==> src/rtl/hsd_pkg.sv <==
package hsd_pkg;

  // Smallest E with 2^E >= W + E + 1 (single error correction bound).
  function automatic int chk_bits(input int w);
    for (int e = 1; e < 31; e++) begin
      if ((1 << e) >= w + e + 1) return e;
    end
    return 31;
  endfunction

  function automatic bit is_pow2(input int p);
    return (p > 0) && ((p & (p - 1)) == 0);
  endfunction

  // Hamming position (1-based) of data bit i: i-th non-power-of-two index.
  function automatic int data_pos(input int i);
    int cnt;
    cnt = 0;
    for (int p = 1; p <= 2 * i + 8; p++) begin
      if (!is_pow2(p)) begin
        if (cnt == i) return p;
        cnt++;
      end
    end
    return 0;
  endfunction

  // True when Hamming position p is covered by check bit k.
  function automatic bit covers(input int p, input int k);
    return ((p >> k) & 1) == 1;
  endfunction

endpackage

==> src/rtl/hsd_encoder.sv <==
module hsd_encoder
  import hsd_pkg::*;
#(
  parameter int DW = 64
) (
  input  logic [DW-1:0]                    data,
  output logic [DW+chk_bits(DW):0]         code
);
  localparam int HW = chk_bits(DW);
  localparam int NH = DW + HW;

  // Data scattered to its Hamming positions; check slots and bit 0 are zero.
  logic [NH:0] placed;

  generate
    for (genvar gp = 0; gp <= NH; gp++) begin : g_slot
      if (gp == 0 || is_pow2(gp)) begin : g_empty
        assign placed[gp] = 1'b0;
      end
    end
    for (genvar gi = 0; gi < DW; gi++) begin : g_place
      assign placed[data_pos(gi)] = data[gi];
    end
  endgenerate

  logic [HW-1:0] chk;
  always_comb begin
    for (int k = 0; k < HW; k++) begin
      chk[k] = 1'b0;
      for (int p = 1; p <= NH; p++) begin
        if (covers(p, k)) chk[k] = chk[k] ^ placed[p];
      end
    end
  end

  logic [NH:0] full;
  always_comb begin
    full = placed;
    for (int k = 0; k < HW; k++) full[1 << k] = chk[k];
    full[0] = ^full[NH:1];
  end

  assign code = full;

endmodule

==> src/rtl/hsd_syndrome.sv <==
module hsd_syndrome
  import hsd_pkg::*;
#(
  parameter int DW = 64
) (
  input  logic [DW+chk_bits(DW):0]  code,
  output logic [chk_bits(DW)-1:0]   syn,
  output logic                      par_err
);
  localparam int HW = chk_bits(DW);
  localparam int NH = DW + HW;

  always_comb begin
    for (int k = 0; k < HW; k++) begin
      syn[k] = 1'b0;
      for (int p = 1; p <= NH; p++) begin
        if (covers(p, k)) syn[k] = syn[k] ^ code[p];
      end
    end
  end

  assign par_err = ^code;

endmodule

==> src/rtl/hsd_corrector.sv <==
module hsd_corrector
  import hsd_pkg::*;
#(
  parameter int DW = 64
) (
  input  logic [DW+chk_bits(DW):0]  code,
  input  logic [chk_bits(DW)-1:0]   syn,
  input  logic                      par_err,
  output logic [DW-1:0]             data_corr,
  output logic [DW-1:0]             data_raw,
  output logic                      single,
  output logic                      double,
  output logic                      beyond
);
  localparam int HW = chk_bits(DW);
  localparam int NH = DW + HW;

  logic nz;
  logic do_fix;
  logic [NH:0] fixed;

  assign nz     = |syn;
  assign beyond = int'(syn) > NH;
  assign single = par_err && !beyond;
  assign double = (nz && !par_err) || beyond;
  assign do_fix = single && nz;

  always_comb begin
    fixed = code;
    for (int p = 1; p <= NH; p++) begin
      if (do_fix && (int'(syn) == p)) fixed[p] = ~code[p];
    end
  end

  generate
    for (genvar gi = 0; gi < DW; gi++) begin : g_gather
      assign data_corr[gi] = fixed[data_pos(gi)];
      assign data_raw[gi]  = code[data_pos(gi)];
    end
  endgenerate

endmodule

==> src/rtl/hsd_codec.sv <==
module hsd_codec
  import hsd_pkg::*;
#(
  parameter int DATA_W  = 64,
  parameter bit REG_OUT = 1'b1
) (
  input  logic                           clk,
  input  logic                           rst_n,
  input  logic [DATA_W-1:0]              enc_data_i,
  output logic [DATA_W+chk_bits(DATA_W):0] enc_code_o,
  input  logic [DATA_W+chk_bits(DATA_W):0] dec_code_i,
  output logic [DATA_W-1:0]              dec_data_o,
  output logic [chk_bits(DATA_W)-1:0]    dec_syndrome_o,
  output logic                           dec_single_o,
  output logic                           dec_double_o
);
  localparam int HW = chk_bits(DATA_W);
  localparam int CW = DATA_W + HW + 1;

  // Named internal events, also observed by the bound checker.
  logic [CW-1:0]     enc_code_w;
  logic [HW-1:0]     syn_w;
  logic              par_err_w;
  logic [DATA_W-1:0] corr_w;
  logic [DATA_W-1:0] raw_w;
  logic              single_w;
  logic              double_w;
  logic              beyond_w;

  hsd_encoder #(.DW(DATA_W)) u_enc (
    .data (enc_data_i),
    .code (enc_code_w)
  );

  hsd_syndrome #(.DW(DATA_W)) u_syn (
    .code    (dec_code_i),
    .syn     (syn_w),
    .par_err (par_err_w)
  );

  hsd_corrector #(.DW(DATA_W)) u_fix (
    .code      (dec_code_i),
    .syn       (syn_w),
    .par_err   (par_err_w),
    .data_corr (corr_w),
    .data_raw  (raw_w),
    .single    (single_w),
    .double    (double_w),
    .beyond    (beyond_w)
  );

  generate
    if (REG_OUT) begin : g_reg
      always_ff @(posedge clk or negedge rst_n) begin
        if (!rst_n) begin
          enc_code_o     <= '0;
          dec_data_o     <= '0;
          dec_syndrome_o <= '0;
          dec_single_o   <= 1'b0;
          dec_double_o   <= 1'b0;
        end else begin
          enc_code_o     <= enc_code_w;
          dec_data_o     <= corr_w;
          dec_syndrome_o <= syn_w;
          dec_single_o   <= single_w;
          dec_double_o   <= double_w;
        end
      end
    end else begin : g_comb
      assign enc_code_o     = enc_code_w;
      assign dec_data_o     = corr_w;
      assign dec_syndrome_o = syn_w;
      assign dec_single_o   = single_w;
      assign dec_double_o   = double_w;
    end
  endgenerate

endmodule

==> config.mk <==
export PLATFORM = sky130hd
export DESIGN_NAME = hsd_codec
export DESIGN_NICKNAME = d
export VERILOG_FILES = /design/src/rtl/hsd_pkg.sv /design/src/rtl/hsd_encoder.sv /design/src/rtl/hsd_syndrome.sv /design/src/rtl/hsd_corrector.sv /design/src/rtl/hsd_codec.sv
export SDC_FILE = /design/constraint.sdc
export NUM_CORES = 1
export LEC_CHECK = 0
export ABC_AREA = 1
export BUFFER_PORTS_ARGS = -buffer_cell sky130_fd_sc_hd__clkbuf_2
export CAP_MARGIN = 10
export CORE_MARGIN = 5
export CORE_UTILIZATION = 30
export DETAILED_ROUTE_END_ITERATION = 7
export GPL_TIMING_DRIVEN = 0
export SKIP_LAST_GASP = 1
export SYNTH_ARGS = -nofsm -noshare
export SYNTH_HDL_FRONTEND = slang
export SYNTH_SLANG_ARGS = --single-unit
==> constraint.sdc <==
create_clock -name clk -period 0.8 [get_ports clk]
set_clock_uncertainty 0.1 [all_clocks]
set_input_delay 0.04 -clock clk [delete_from_list [all_inputs] [get_ports clk]]
set_output_delay 0.04 -clock clk [all_outputs]
set_load 0.02 [all_outputs]
Word-level counts from Yosys, hierarchy flattened
Cells that the tools add are included.
- bits in registers: 145
- output and inout port bits: 145
- magnitude comparators: 1
- equality and inequality tests: 64
- mux-type cells: 64
- bitwise logic cells: 467
- reduce and logical (&&, ||, !) cells: 73
- operators with widths (cell ; count):
    $xor 1x1->1 ; 403
    $eq 7x7->1 const B ; 38
    $eq 7x6->1 const B ; 15
    $reduce_xor 72->1 ; 1
    $reduce_xor 71->1 ; 1
    $logic_and 1x1->1 ; 67
    $mux 1 ; 64
    $not 1->1 ; 64
    $eq 7x5->1 const B ; 7
    $eq 7x4->1 const B ; 3
    $eq 7x3->1 const B ; 1
    $gt 7x7->1 const B ; 1
    $reduce_or 7->1 ; 1
    $logic_not 1->1 ; 2
    $logic_or 1x1->1 ; 1

Depth between registers and ports, before layout
- depth after elaboration: 41
- mapped depth: 24
- depth with buffers taken out: 23

Modules after synthesis
Synthesis repeated with hierarchy kept, for this count alone.
- cells, all modules: 1845
- area, all modules: 11693.7 µm²
- by module, submodules not included (module ; instances ; cells each ; area an instance (µm²) ; seq. area each (µm²)):
    hsd_codec ; 1 ; 145 ; 3628.5 ; 3628.5
    hsd_encoder ; 1 ; 763 ; 3537.1 ; 0.0
    hsd_corrector ; 1 ; 516 ; 2363.5 ; 0.0
    hsd_syndrome ; 1 ; 421 ; 2164.6 ; 0.0

Least setup slack after synthesis
Ideal clock, no wire load.
- kind: input-to-reg
- start: input port dec_code_i[53]
- end: register dec_data_o[36]
- library setup time: 120 ps
- data arrival time: 1829 ps
- setup slack: -1249 ps
- cell stages on the path: 18
- buffers on the path: 2
- cell sequence: buf_2 xnor2_1 nand2_1 nand2_1 nand2_1 nand2_1 inv_1 nand2_1 nand2_1 nand2_1 nand2_1 nor2_1 nand2_1 inv_1 buf_2 nand3_1 o21ai_0 nand2_1
- word-level cells in the longest chain between the ends: 17
- ends and longest elaborated chain (what ; line ; source):
    from (decl) ; hsd_codec.sv:11 ; input logic [DATA_W+chk_bits(DATA_W):0] dec_code_i,
    $xor 1x1->1 (11 in series) ; hsd_syndrome.sv:17 ; if (covers(p, k)) syn[k] = syn[k] ^ code[p];
    $gt 7x7->1 ; hsd_corrector.sv:23 ; assign beyond = int'(syn) > NH;
    $logic_not 1->1 ; hsd_corrector.sv:24 ; assign single = par_err && !beyond;
    $logic_and 1x1->1 ; hsd_corrector.sv:24 ;
    $logic_and 1x1->1 ; hsd_corrector.sv:26 ; assign do_fix = single && nz;
    $logic_and 1x1->1 * ; hsd_corrector.sv:31 ; if (do_fix && (int'(syn) == p)) fixed[p] = ~code[p];
    $mux 1 * ; hsd_corrector.sv:31 ;
    net corr_w[36] ; hsd_codec.sv:24 ; logic [DATA_W-1:0] corr_w;
    to (signal assigned) ; hsd_codec.sv:63 ; dec_data_o <= corr_w;
    to (decl) ; hsd_codec.sv:12 ; output logic [DATA_W-1:0] dec_data_o,
Mark *: on every way through the listed nets, which the timed path passes. The rest lies on a longest branch.

Final worst setup path
- start: input port dec_code_i[20]
- end: register dec_data_o[45]
- word-level cells in the longest chain between the ends: 34
- ends and longest elaborated chain (what ; line ; source):
    $xor 1x1->1 (28 in series) ; hsd_syndrome.sv:17 ;
    $gt 7x7->1 ; hsd_corrector.sv:23 ;
    $logic_not 1->1 ; hsd_corrector.sv:24 ;
    $logic_and 1x1->1 * ; hsd_corrector.sv:24 ;
    net single_w ; hsd_codec.sv:26 ; logic single_w;
    $logic_and 1x1->1 * ; hsd_corrector.sv:26 ;
    $logic_and 1x1->1 * ; hsd_corrector.sv:31 ;
    $mux 1 * ; hsd_corrector.sv:31 ;
    net corr_w[45] ; hsd_codec.sv:24 ;
Marked as above.

==> flow_metrics.env <==
export IMPL_die_h_um=200.5
export IMPL_io_pin_count=283
export IMPL_synth_top_area_frac=0.3360
export IMPL_ys_warn_count=0
export IMPL_final_antenna_net_count=0
export IMPL_fp_row_count=69
export IMPL_holdWs_ps=-525.8
export IMPL_antenna_found_initial=4
export IMPL_synth_seq_area_share=0.3331
export IMPL_cap_violations=0
export IMPL_yosysMostFrequentCell="nand2_1"
export IMPL_tightest_slew_ps=560.2
export IMPL_finalSetupViolCount=224
export IMPL_syn_inst=1801
export IMPL_end_kind="register"
export IMPL_required_ps=1030
export IMPL_syn_to_final_growth_pct=86.22
export IMPL_final_area_um2=20280
export IMPL_cts_htree_levels=4
export IMPL_power_mw=41.86
export IMPL_grt_ovfl_total=0
export IMPL_synth_top_cell_by_area="nand2_1"
export IMPL_p_per_area_nw_per_um2=2064
export IMPL_setup_ws_ps=-1274
export IMPL_ir_drop_mv=1.780
export IMPL_status="finished, violations left"
export IMPL_dpl_instance_area_um2=13280
export IMPL_maxSlewHeadroom=0.6265
export IMPL_rsz0062_at_grt="true"
export IMPL_vias=13595
export IMPL_layout_drive_gt1_share=0.5120
export IMPL_die_area_um2=40220
export IMPL_fin_crit_sh=2.592
export IMPL_maxSlewViolCount=0
export IMPL_cts_buffers=17
export IMPL_period_needed_ps=2074
export IMPL_critPathLaunchType="input pin"
export IMPL_viasPerCell=4.920
export IMPL_timing_critical_path_to="dec_data_o[45]"
export IMPL_startpoint="dec_code_i[20]"
export IMPL_synth_area_um2=10890
export IMPL_setup_worst_path_class="in -> reg"
export IMPL_io_buffer_count=278
export IMPL_synthArstFlopShare=1.000
export IMPL_num_fill_cells=3070
export IMPL_die_w_um=200.5
export IMPL_routed_wl_mm=49.36
export IMPL_path_clk_slew_ps=60
export IMPL_clock_sinks=145
export IMPL_coreArea_um2=35740
export IMPL_crit_fanout=6
export IMPL_min_path_type="in -> async"
export IMPL_grtUsageTotal=0.2167
export IMPL_dr_first_iter_drc_count=758
export IMPL_cp_arrival_ps=2310
export IMPL_dr_pass1_iters=5
export IMPL_synthTopCellsByCount="nand2_1, inv_1, nand3_1"
export IMPL_cts_tree="built"
export IMPL_gp_congestion=0.9523
export IMPL_ys_types=27
export IMPL_syn_nets=1939
export IMPL_nNetsFinal=2429
export IMPL_initial_core_util=0.3047
export IMPL_wl_per_cell_um=17.86
export IMPL_syn_area_per_cell_um2=6.048
export IMPL_violations="negative hold slack, negative setup slack"
export IMPL_ys_ff_latch=145
export IMPL_first_global_vias=12532
export IMPL_hold_viol=193
export IMPL_grt_max_degree=79
export IMPL_fmax_mhz=482.2
export IMPL_yosys_top_cells_area="nand2_1, dfrtp_1, nand3_1, inv_1, xnor2_1"
export IMPL_synth_ff_type="dfrtp_1"
export IMPL_dp_hpwl_mm=34.13
export IMPL_drcViolationCount=0
export IMPL_root_buffer="clkbuf_16"
export IMPL_max_clock_path_buffers=2
export IMPL_synth_edff_count=0
export IMPL_grt_pass1_wl_mm=68.81
export IMPL_p_leak_nw=10.44
==> worst max-delay path: stages <==
cell and delay [ps]:
clkbuf_4 150, inv_1 80, nand2_1 60, nand2_2 90, nand2_2 80, nand2_4 120, xor2_2 160, nand2_1 90
nand2_2 110, nand2_1 70, nand2_2 100, inv_2 60, nand2_2 60, nand2_2 80, nor2_4 180, nand2_8 110
buf_12 160, buf_4 130, nor2_4 160, nand2_1 70, nand2_1 60, nand2_1 70
==> flip-flops by register name, summed over array words and instances, names as in the netlist <==
| name | flops |
|---|---|
| dec_data_o | 64 |
| dec_double_o | 1 |
| enc_code_o | 72 |
| dec_single_o | 1 |
| dec_syndrome_o | 7 |
==> area by class of cell <==
| class | instances | area (um2) | area share |
|---|---|---|---|
| clock inverters | 11 | 117.6 | 0.005799 |
| diodes | 1 | 2.502 | 0.0001234 |
| inverters | 226 | 1071 | 0.05281 |
| well taps | 461 | 576.8 | 0.02844 |
| multi-input cells | 1406 | 9231 | 0.4551 |
| repair buffers | 475 | 4922 | 0.2427 |
| clock buffers | 18 | 439.2 | 0.02165 |
| flip-flops and latches | 145 | 3628 | 0.1789 |
| plain buffers | 20 | 292.8 | 0.01444 |
==> cell families (layout without fill, tap and decap cells) <==
kind of cell / after synthesis / after routing / synth area share
flops: 145 / 145 / 0.3331
compound gates: 32 / 32 / 0.01493
buf+inv: 251 / 750 / 0.08914
other cells: 0 / 1 / 0
xor+xnor: 101 / 101 / 0.08191
simple gates: 1272 / 1273 / 0.4809
==> layout by cell type, fill, tap and decap left out, types with 3 or more instances in the layout <==
cell	count
nor2_4	30
dlygate4sd3_1	81
buf_2	10
inv_1	88
nand3b_1	19
o21ai_1	21
inv_8	3
clkbuf_2	26
nand4_1	7
inv_2	75
buf_12	20
buf_6	189
xnor2_4	17
nand3_4	10
nand3_2	53
xor2_1	25
clkinv_2	5
o21ai_2	8
nor2_2	25
clkbuf_8	18
xor2_2	15
nand2_2	294
xnor2_2	21
xnor2_1	17
clkbuf_16	24
nand2_8	5
dfrtp_1	145
nor2_1	21
xor2_4	6
clkbuf_4	15
nand2_1	575
nand3_1	120
inv_6	8
nand2_4	112
buf_4	107
buf_8	21
inv_4	49
==> stage by stage <==
stage	worst slack (ps)	hold WS [ps]	util	setup TNS, ps	std cells
after CTS	-1202	-512.8	0.4610	-120410	2705
after global placement	-2934	92.73	0.3707	-557380	2540
after detailed placement	-2131	-34.38	0.3717	-155210	2541
after floorplan	-1161	-355.6	-	-78000	1801
after global routing	-1380	-482.4	0.5675	-135310	2763
final	-1274	-525.8	0.5675	-123680	2763
==> power breakdown <==
part	switching, mW	leakage, nW	total [mW]	internal (mW)
clock	3.35	0.273	7.94	4.59
sequential	0.396	1.69	8.50	8.10
combinational	14.8	8.47	25.4	10.6
total	18.6	10.4	41.9	23.3
==> routing by layer <==
metal  vias to the layer above  wire, um  global-route usage
li1                       6451         -                   -
met1                      6485     18200              0.2554
met2                       512     25330              0.3854
met3                       141      3500             0.05057
met4                         6      2277             0.07915
met5                         -        41                   0
==> worst min path at each step <==
stage | startpoint | endpoint | slack, ps | cells after the start
6_report | rst_n | enc_code_o[10] | -530 | 1
5_1_grt | rst_n | enc_code_o[10] | -480 | 1
4_1_cts | rst_n | enc_code_o[10] | -510 | 1
3_5_place_dp | rst_n | enc_code_o[10] | -30 | 1
3_3_place_gp | enc_data_i[40] | enc_code_o[47] | 90 | 1
2_1_floorplan | rst_n | dec_data_o[0] | -360 | 0
==> timing repair <==
item / in CTS / in global routing
setup endpoints to repair: 224 / 225
gates cloned: 1 / 3
hold buffers: 80 / 1
gates resized for setup: 401 / 1274
hold endpoints to repair: 217 / 116
setup buffers: 54 / 58
pin swaps: 126 / 353
Power figures use the tool's default switching activity.
